**src/rtl/missAdmitPkg.sv**
```systemverilog
package missAdmitPkg;

  localparam int NUM_SRC    = 3;
  localparam int SRC_IFETCH = 0;
  localparam int SRC_LOAD   = 1;
  localparam int SRC_STORE  = 2;
  localparam int NUM_KIND   = 5;
  localparam int IDX_MAX_W  = 4;

  typedef enum logic [2:0] {
    KIND_SHARED   = 3'd0,
    KIND_OWN      = 3'd1,
    KIND_DISCARD  = 3'd2,
    KIND_ALWAYS   = 3'd3,
    KIND_NCSINGLE = 3'd4
  } reqKindE;

  // strobes from control to the entry table
  typedef struct packed {
    logic                 alloc;
    logic [IDX_MAX_W-1:0] allocIdx;
    logic [1:0]           allocSrc;
    reqKindE              allocKind;
    logic                 free;
    logic [IDX_MAX_W-1:0] freeIdx;
  } tblStrobeS;

endpackage

```
**src/rtl/missTable.sv**
```systemverilog
module missTable
  import missAdmitPkg::*;
#(
  parameter int NUM_ENTRIES = 3,
  parameter int IDXW        = 2,
  parameter int CNTW        = 2,
  parameter int MAX_DISCARD = 1,
  parameter int MAX_ALWAYS  = 1,
  parameter int MAX_IFETCH  = 1,
  parameter int MAX_STORE   = 1
) (
  input  logic                          clk,
  input  logic                          rstN,
  input  tblStrobeS                     strobe,
  output logic [CNTW-1:0]               totalCnt,
  output logic [NUM_SRC-1:0][CNTW-1:0]  srcCnt,
  output logic [NUM_KIND-1:0][CNTW-1:0] kindCnt,
  output logic                          hasFree,
  output logic [IDXW-1:0]               freeIdx
);

  logic [NUM_ENTRIES-1:0] entValid;
  logic [1:0]             entSrc  [NUM_ENTRIES];
  reqKindE                entKind [NUM_ENTRIES];

  always_ff @(posedge clk or negedge rstN) begin
    if (!rstN) begin
      for (int e = 0; e < NUM_ENTRIES; e++) begin
        entValid[e] <= 1'b0;
        entSrc[e]   <= '0;
        entKind[e]  <= KIND_SHARED;
      end
    end else begin
      for (int e = 0; e < NUM_ENTRIES; e++) begin
        if (strobe.alloc && strobe.allocIdx == IDX_MAX_W'(e)) begin
          entValid[e] <= 1'b1;
          entSrc[e]   <= strobe.allocSrc;
          entKind[e]  <= strobe.allocKind;
        end else if (strobe.free && strobe.freeIdx == IDX_MAX_W'(e)) begin
          entValid[e] <= 1'b0;
        end
      end
    end
  end

  // occupancy counts and lowest free slot
  always_comb begin
    totalCnt = '0;
    srcCnt   = '0;
    kindCnt  = '0;
    hasFree  = 1'b0;
    freeIdx  = '0;
    for (int e = NUM_ENTRIES - 1; e >= 0; e--) begin
      if (entValid[e]) begin
        totalCnt            = totalCnt + 1'b1;
        srcCnt[entSrc[e]]   = srcCnt[entSrc[e]] + 1'b1;
        kindCnt[entKind[e]] = kindCnt[entKind[e]] + 1'b1;
      end else begin
        hasFree = 1'b1;
        freeIdx = IDXW'(e);
      end
    end
  end

  p_total_cap_r1: assert property (@(posedge clk) disable iff (!rstN)
    totalCnt <= CNTW'(NUM_ENTRIES));

  p_discard_cap_r3: assert property (@(posedge clk) disable iff (!rstN)
    kindCnt[KIND_DISCARD] <= CNTW'(MAX_DISCARD));

  p_always_cap_r4: assert property (@(posedge clk) disable iff (!rstN)
    kindCnt[KIND_ALWAYS] <= CNTW'(MAX_ALWAYS));

  p_src_cap_r5: assert property (@(posedge clk) disable iff (!rstN)
    srcCnt[SRC_IFETCH] <= CNTW'(MAX_IFETCH) && srcCnt[SRC_STORE] <= CNTW'(MAX_STORE));

  p_nc_alone_r6: assert property (@(posedge clk) disable iff (!rstN)
    kindCnt[KIND_NCSINGLE] != '0 |-> totalCnt == CNTW'(1));

  p_alloc_empty_r8: assert property (@(posedge clk) disable iff (!rstN)
    strobe.alloc |-> !entValid[strobe.allocIdx]);

  p_free_clears_r8: assert property (@(posedge clk) disable iff (!rstN)
    strobe.free && !(strobe.alloc && strobe.allocIdx == strobe.freeIdx)
      |=> !entValid[$past(strobe.freeIdx)]);

endmodule

```
**src/rtl/admitCtl.sv**
```systemverilog
module admitCtl
  import missAdmitPkg::*;
#(
  parameter int NUM_ENTRIES = 3,
  parameter int IDXW        = 2,
  parameter int CNTW        = 2,
  parameter int MAX_RDSO    = 3,
  parameter int MAX_DISCARD = 1,
  parameter int MAX_ALWAYS  = 1,
  parameter int MAX_IFETCH  = 1,
  parameter int MAX_LOAD    = 3,
  parameter int MAX_STORE   = 1
) (
  input  logic                          clk,
  input  logic                          rstN,
  input  logic [NUM_SRC-1:0]            reqValid,
  input  logic [NUM_SRC-1:0][2:0]       reqKind,
  input  logic                          cplValid,
  input  logic [IDXW-1:0]               cplIdx,
  input  logic [CNTW-1:0]               totalCnt,
  input  logic [NUM_SRC-1:0][CNTW-1:0]  srcCnt,
  input  logic [NUM_KIND-1:0][CNTW-1:0] kindCnt,
  input  logic                          hasFree,
  input  logic [IDXW-1:0]               freeIdx,
  output tblStrobeS                     strobe,
  output logic [NUM_SRC-1:0]            grant
);

  logic [NUM_SRC-1:0] eligible;
  logic [1:0]         selSrc;
  logic               ncBusy;
  logic [CNTW:0]      rdsoCnt;

  assign ncBusy  = kindCnt[KIND_NCSINGLE] != '0;
  assign rdsoCnt = (CNTW+1)'(kindCnt[KIND_SHARED]) + (CNTW+1)'(kindCnt[KIND_OWN]);

  for (genvar s = 0; s < NUM_SRC; s++) begin : g_src
    localparam int SRC_LIM = (s == SRC_IFETCH) ? MAX_IFETCH :
                             (s == SRC_LOAD)   ? MAX_LOAD   : MAX_STORE;
    logic kindOk;
    always_comb begin
      case (reqKind[s])
        KIND_SHARED, KIND_OWN: kindOk = rdsoCnt < (CNTW+1)'(MAX_RDSO);
        KIND_DISCARD:          kindOk = kindCnt[KIND_DISCARD] < CNTW'(MAX_DISCARD);
        KIND_ALWAYS:           kindOk = kindCnt[KIND_ALWAYS] < CNTW'(MAX_ALWAYS);
        KIND_NCSINGLE:         kindOk = totalCnt == '0;
        default:               kindOk = 1'b0;
      endcase
    end
    assign eligible[s] = reqValid[s] && kindOk && hasFree && !ncBusy &&
                         (srcCnt[s] < CNTW'(SRC_LIM));
  end

  // lowest bit (instruction fetch) has priority
  assign grant = eligible & (~eligible + 1'b1);

  always_comb begin
    selSrc = '0;
    for (int s = NUM_SRC - 1; s >= 0; s--)
      if (eligible[s]) selSrc = 2'(s);
  end

  always_comb begin
    strobe           = '0;
    strobe.alloc     = |eligible;
    strobe.allocIdx  = IDX_MAX_W'(freeIdx);
    strobe.allocSrc  = selSrc;
    strobe.allocKind = reqKindE'(reqKind[selSrc]);
    strobe.free      = cplValid;
    strobe.freeIdx   = IDX_MAX_W'(cplIdx);
  end

  p_one_grant_r7: assert property (@(posedge clk) disable iff (!rstN)
    $onehot0(grant));

  p_grant_room_r1: assert property (@(posedge clk) disable iff (!rstN)
    (|grant) |-> totalCnt < CNTW'(NUM_ENTRIES));

  p_reserved_r10: assert property (@(posedge clk) disable iff (!rstN)
    (|grant) |-> reqKind[selSrc] <= 3'd4);

  p_grant_requested_r11: assert property (@(posedge clk) disable iff (!rstN)
    (grant & ~reqValid) == '0);

endmodule

```
**src/rtl/readMissAdmit.sv**
```systemverilog
module readMissAdmit
  import missAdmitPkg::*;
#(
  parameter int NUM_ENTRIES = 3,
  parameter int MAX_RDSO    = 3,
  parameter int MAX_DISCARD = 1,
  parameter int MAX_ALWAYS  = 1,
  parameter int MAX_IFETCH  = 1,
  parameter int MAX_LOAD    = 3,
  parameter int MAX_STORE   = 1,
  localparam int IDXW = (NUM_ENTRIES > 1) ? $clog2(NUM_ENTRIES) : 1,
  localparam int CNTW = $clog2(NUM_ENTRIES + 1)
) (
  input  logic              clk,
  input  logic              rstN,
  input  logic [2:0]        reqValid,
  input  logic [8:0]        reqKind,
  input  logic              cplValid,
  input  logic [IDXW-1:0]   cplIdx,
  output logic [2:0]        grant,
  output logic [IDXW-1:0]   grantIdx
);

  tblStrobeS                     strobe;
  logic [NUM_SRC-1:0][2:0]       kindArr;
  logic [CNTW-1:0]               totalCnt;
  logic [NUM_SRC-1:0][CNTW-1:0]  srcCnt;
  logic [NUM_KIND-1:0][CNTW-1:0] kindCnt;
  logic                          hasFree;
  logic [IDXW-1:0]               freeIdx;

  assign kindArr  = reqKind;
  assign grantIdx = freeIdx;

  admitCtl #(
    .NUM_ENTRIES(NUM_ENTRIES), .IDXW(IDXW), .CNTW(CNTW), .MAX_RDSO(MAX_RDSO),
    .MAX_DISCARD(MAX_DISCARD), .MAX_ALWAYS(MAX_ALWAYS), .MAX_IFETCH(MAX_IFETCH),
    .MAX_LOAD(MAX_LOAD), .MAX_STORE(MAX_STORE)
  ) u_ctl (
    .clk(clk), .rstN(rstN), .reqValid(reqValid), .reqKind(kindArr),
    .cplValid(cplValid), .cplIdx(cplIdx), .totalCnt(totalCnt), .srcCnt(srcCnt),
    .kindCnt(kindCnt), .hasFree(hasFree), .freeIdx(freeIdx),
    .strobe(strobe), .grant(grant)
  );

  missTable #(
    .NUM_ENTRIES(NUM_ENTRIES), .IDXW(IDXW), .CNTW(CNTW), .MAX_DISCARD(MAX_DISCARD),
    .MAX_ALWAYS(MAX_ALWAYS), .MAX_IFETCH(MAX_IFETCH), .MAX_STORE(MAX_STORE)
  ) u_tbl (
    .clk(clk), .rstN(rstN), .strobe(strobe), .totalCnt(totalCnt), .srcCnt(srcCnt),
    .kindCnt(kindCnt), .hasFree(hasFree), .freeIdx(freeIdx)
  );

endmodule

```
**config.mk**
```make
export PLATFORM = sky130hd
export DESIGN_NAME = readMissAdmit
export DESIGN_NICKNAME = d
export VERILOG_FILES = /design/src/rtl/missAdmitPkg.sv /design/src/rtl/missTable.sv /design/src/rtl/admitCtl.sv /design/src/rtl/readMissAdmit.sv
export SDC_FILE = /design/constraint.sdc
export NUM_CORES = 1
export LEC_CHECK = 0
export ABC_AREA = 0
export ABC_CLOCK_PERIOD_IN_PS = 5400
export CAP_MARGIN = 20
export CORE_ASPECT_RATIO = 0.6
export CORE_MARGIN = 2
export CORE_UTILIZATION = 38
export DETAILED_ROUTE_END_ITERATION = 10
export SLEW_MARGIN = 5
export SYNTH_ARGS = -nofsm -noshare
export SYNTH_HDL_FRONTEND = slang
export SYNTH_HIERARCHICAL = 1
export SYNTH_SLANG_ARGS = --single-unit
```
**constraint.sdc**
```tcl
create_clock -name clk -period 5.4 [get_ports clk]
set_clock_uncertainty 0.2 [all_clocks]
set_input_delay 1.08 -clock clk [delete_from_list [all_inputs] [get_ports clk]]
set_output_delay 1.08 -clock clk [all_outputs]
set_load 0.005 [all_outputs]
```
==> impl_metrics.py <==
metrics = {
    "cts": {
        "root_buffer": "clkbuf_8",
        "cts_hold_buf": 0,
        "cts_tree": "built",
        "clk_pin_slew_ps": 70,
        "clk_path_buf_depth": 2,
        "htree_levels": 1,
        "numCtsBuffers": 3,
        "clock_latency_ps": 250,
        "cts.sinks": 18,
    },
    "logic_synthesis": {
        "yosysWarnings": 6,
        "synth-seq-area-share": 0.219,
        "yosysUniqueCellTypes": 61,
        "syn_avg_cell_area_sq_um": 9.07,
        "ys_ff_latch": 18,
        "synth_edf_count": 0,
        "ys.flop_type": "dfrtp_1",
        "synth_area_sq_um": 2060,
        "synthCells": 227,
        "synthArstFlopShare": 1.00,
    },
    "detailed_routing": {
        "drc_errors": 0,
        "wirelength_mm": 4.97,
        "drtPass1Iterations": 4,
        "vias_per_cell": 5.50,
        "drt-wirelength-per-cell_microns": 15.7,
        "ant_nets": 0,
        "vias": 1737,
        "first_iter_violations": 60,
    },
    "placement": {
        "pre_cts_ws_ps": 117,
        "hpwl_mm": 4.00,
        "port_buffers": 21,
        "gp_congestion": 0.837,
    },
    "pwr": {
        "ir_drop_uv": 208,
        "power_density_nw_per_um2": 524,
        "power_frac_seq": 0.236,
        "power.leakage_nw": 1.01,
        "p_int_w": 0.000685,
        "p_switching_w": 0.000591,
        "power_frac_comb": 0.681,
        "p_sw_frac": 0.463,
        "power.clock.fraction": 0.083,
    },
    "min_path": {
        "hp-start": "u_tbl/entKind[8]",
        "min_to": "u_tbl/entKind[8]",
        "hold_path_depth": 1,
        "hold_path.class": "register to register",
    },
    "grt": {
        "grt_max_degree": 19,
        "gr-total-overflow": 0,
        "antenna_found_initial": 0,
        "grt_pass1_vias": 1553,
        "grt_usage": 0.172,
        "grt_pass1_wl_mm": 8.12,
    },
    "timing": {
        "fin_crit_sh": 0.966,
        "setup_ws_ps": 182,
        "drv_slew": 0,
        "max_slew.worst_pin.slew_ps": 799,
        "fmax_ghz": 0.192,
        "tns_ps": 0,
        "period_needed_ps": 5220,
        "finalSetupViolCount": 0,
        "rsz0062_at_grt": "no",
        "hold_viol": 0,
        "max_slew_margin": 0.466,
    },
    "setup_path": {
        "crit_fanout": 12,
        "r2r_start": "u_tbl/entKind[4]",
        "r2r_slack_ps": 890,
        "crit_type": "register to output pin",
        "worst_r2r_path_depth": 16,
        "crit_required_ps": 4120,
        "end_kind": "output pin",
        "critPathLaunchType": "register",
        "worstPathArrival_ps": 3940,
        "r2r_end": "u_tbl/entKind[2]",
    },
    "floorplanning": {
        "die_area_sq_um": 6040,
        "core_sq_um": 5130,
        "die_w_microns": 99.0,
        "rows": 20,
        "initial_utilization": 0.401,
        "ioPinCount": 22,
        "die_h_microns": 61.0,
    },
    "outcome": {
        "status": "finished, final reports clean",
    },
    "final_layout": {
        "diodes": 0,
        "syn_to_final_growth_pct": 18.2,
        "fillers": 501,
        "drive_gt1_frac": 0.284,
        "num-nets-final": 274,
    },
    "job": {
        "cap_violations": 0,
    },
}
cell usage after synthesis (3+ instances only):
cell type / instances / share of area
nor4b_1: 4 / 0.017
xnor2_1: 9 / 0.038
or2_2: 3 / 0.0091
and3b_1: 3 / 0.013
a22oi_1: 4 / 0.015
and4bb_2: 6 / 0.036
dfrtp_1: 18 / 0.22
mux2_2: 17 / 0.093
o21ai_0: 9 / 0.022
nor3_1: 7 / 0.017
nor2_1: 15 / 0.027
nor3b_1: 5 / 0.018
nand2b_1: 5 / 0.015
buf_2: 5 / 0.012
nor2b_1: 5 / 0.015
xor2_1: 5 / 0.021
nand4b_1: 3 / 0.013
buf_6: 3 / 0.016
nand2_1: 15 / 0.027
inv_1: 11 / 0.020
nand3_1: 5 / 0.012
ha_1: 5 / 0.030
buf_4: 10 / 0.036
a31o_1: 3 / 0.013
layout by cell type, fill, tap and decap left out, types with 5 or more instances in the layout:
cell	Yosys	final
and4bb_2	6	7
buf_4	10	14
clkdlybuf4s50_1	0	19
dfrtp_1	18	12
dfrtp_2	0	6
ha_1	5	5
inv_1	11	10
mux2_2	17	17
nand2_1	15	15
nand2b_1	5	5
nand3_1	5	5
nor2_1	15	14
nor2b_1	5	5
nor3_1	7	7
nor3b_1	5	5
o21ai_0	9	8
xnor2_1	9	8
state kept, by name (all words and copies together), names as in the netlist:
signal / count
u_tbl/entKind: 9
u_tbl/entSrc: 6
u_tbl/entValid: 3
stage by stage:
stage	hold WS, ps	cells	util	area, sq um	power, W
after CTS	355	315	0.466	2390	0.00125
final	357	316	0.474	2430	0.00128
after floorplan	311	230	-	2070	0.000905
after detailed placement	341	308	0.448	2300	0.00111
after global routing	384	316	0.474	2430	0.00139
after global placement	337	308	0.448	2300	0.00111
critical path: stages (launching register included):
cell and delay (ps):
dfrtp_2 490, and4bb_2 340, xor2_1 220, a32oi_1 110, a211o_1 290, mux2_2 270, ha_1 190, fa_1 490
a211oi_2 240, o21ai_1 120, a211o_1 320, inv_2 110, clkdlybuf4s50_1 510
layer usage:
layer  part of all wire  routed length, microns  track usage  vias up
met1               0.59                    2910        0.292      825
met3              0.045                     222       0.0242        2
met2               0.37                    1830        0.228       42
met5                  0                       0            0        -
li1                   -                       -            -      868
met4            0.00080                       4       0.0176        0
power by group through the flow:
stage / registers (W) / logic (W) / clock network, W
after floorplan: 0.000235 / 0.000671 / 0
after global placement: 0.000297 / 0.000810 / 0
after detailed placement: 0.000299 / 0.000808 / 0
after CTS: 0.000297 / 0.000847 / 0.000110
after global routing: 0.000312 / 0.000961 / 0.000116
final: 0.000301 / 0.000870 / 0.000106
worst max-delay path by stage:
stage,start,endpoint,slack [ps],cells past startpoint
floorplan,u_tbl/entKind[4],grant[2],760,12
global placement,u_tbl/entKind[3],grant[1],140,12
detailed placement,u_tbl/entKind[3],grant[1],120,12
CTS,u_tbl/entKind[4],grant[2],10,12
global route,u_tbl/entKind[4],grant[0],8,12
finish,u_tbl/entKind[4],grant[0],180,12
logic make-up after synthesis:
group / Yosys count / share of synthesized area
and+or+nand+nor: 95 / 0.310
AOI/OAI and AO/OA: 42 / 0.167
buffers and inverters: 30 / 0.0869
DFF: 18 / 0.219
muxes: 18 / 0.0979
xor gates and xnor gates: 15 / 0.0675
adders and majority gates: 8 / 0.0498
other: 1 / 0.00182
cell type report:
type,count,area (sq um),area share
clock buffer,4,55.1,0.0226
inverter,11,41.3,0.0170
multi-input combinational,182,1480,0.607
sequential,18,458,0.188
tap,66,82.6,0.0339
timing repair buffer,35,320,0.132
repair_timing:
item,in CTS,in global routing
endpoints found under the setup margin,2,3
gates resized for setup,7,11
cloned,0,0
setup buffers,3,1
pin swaps,2,7
No activity file was read; power rests on OpenSTA's default activity.
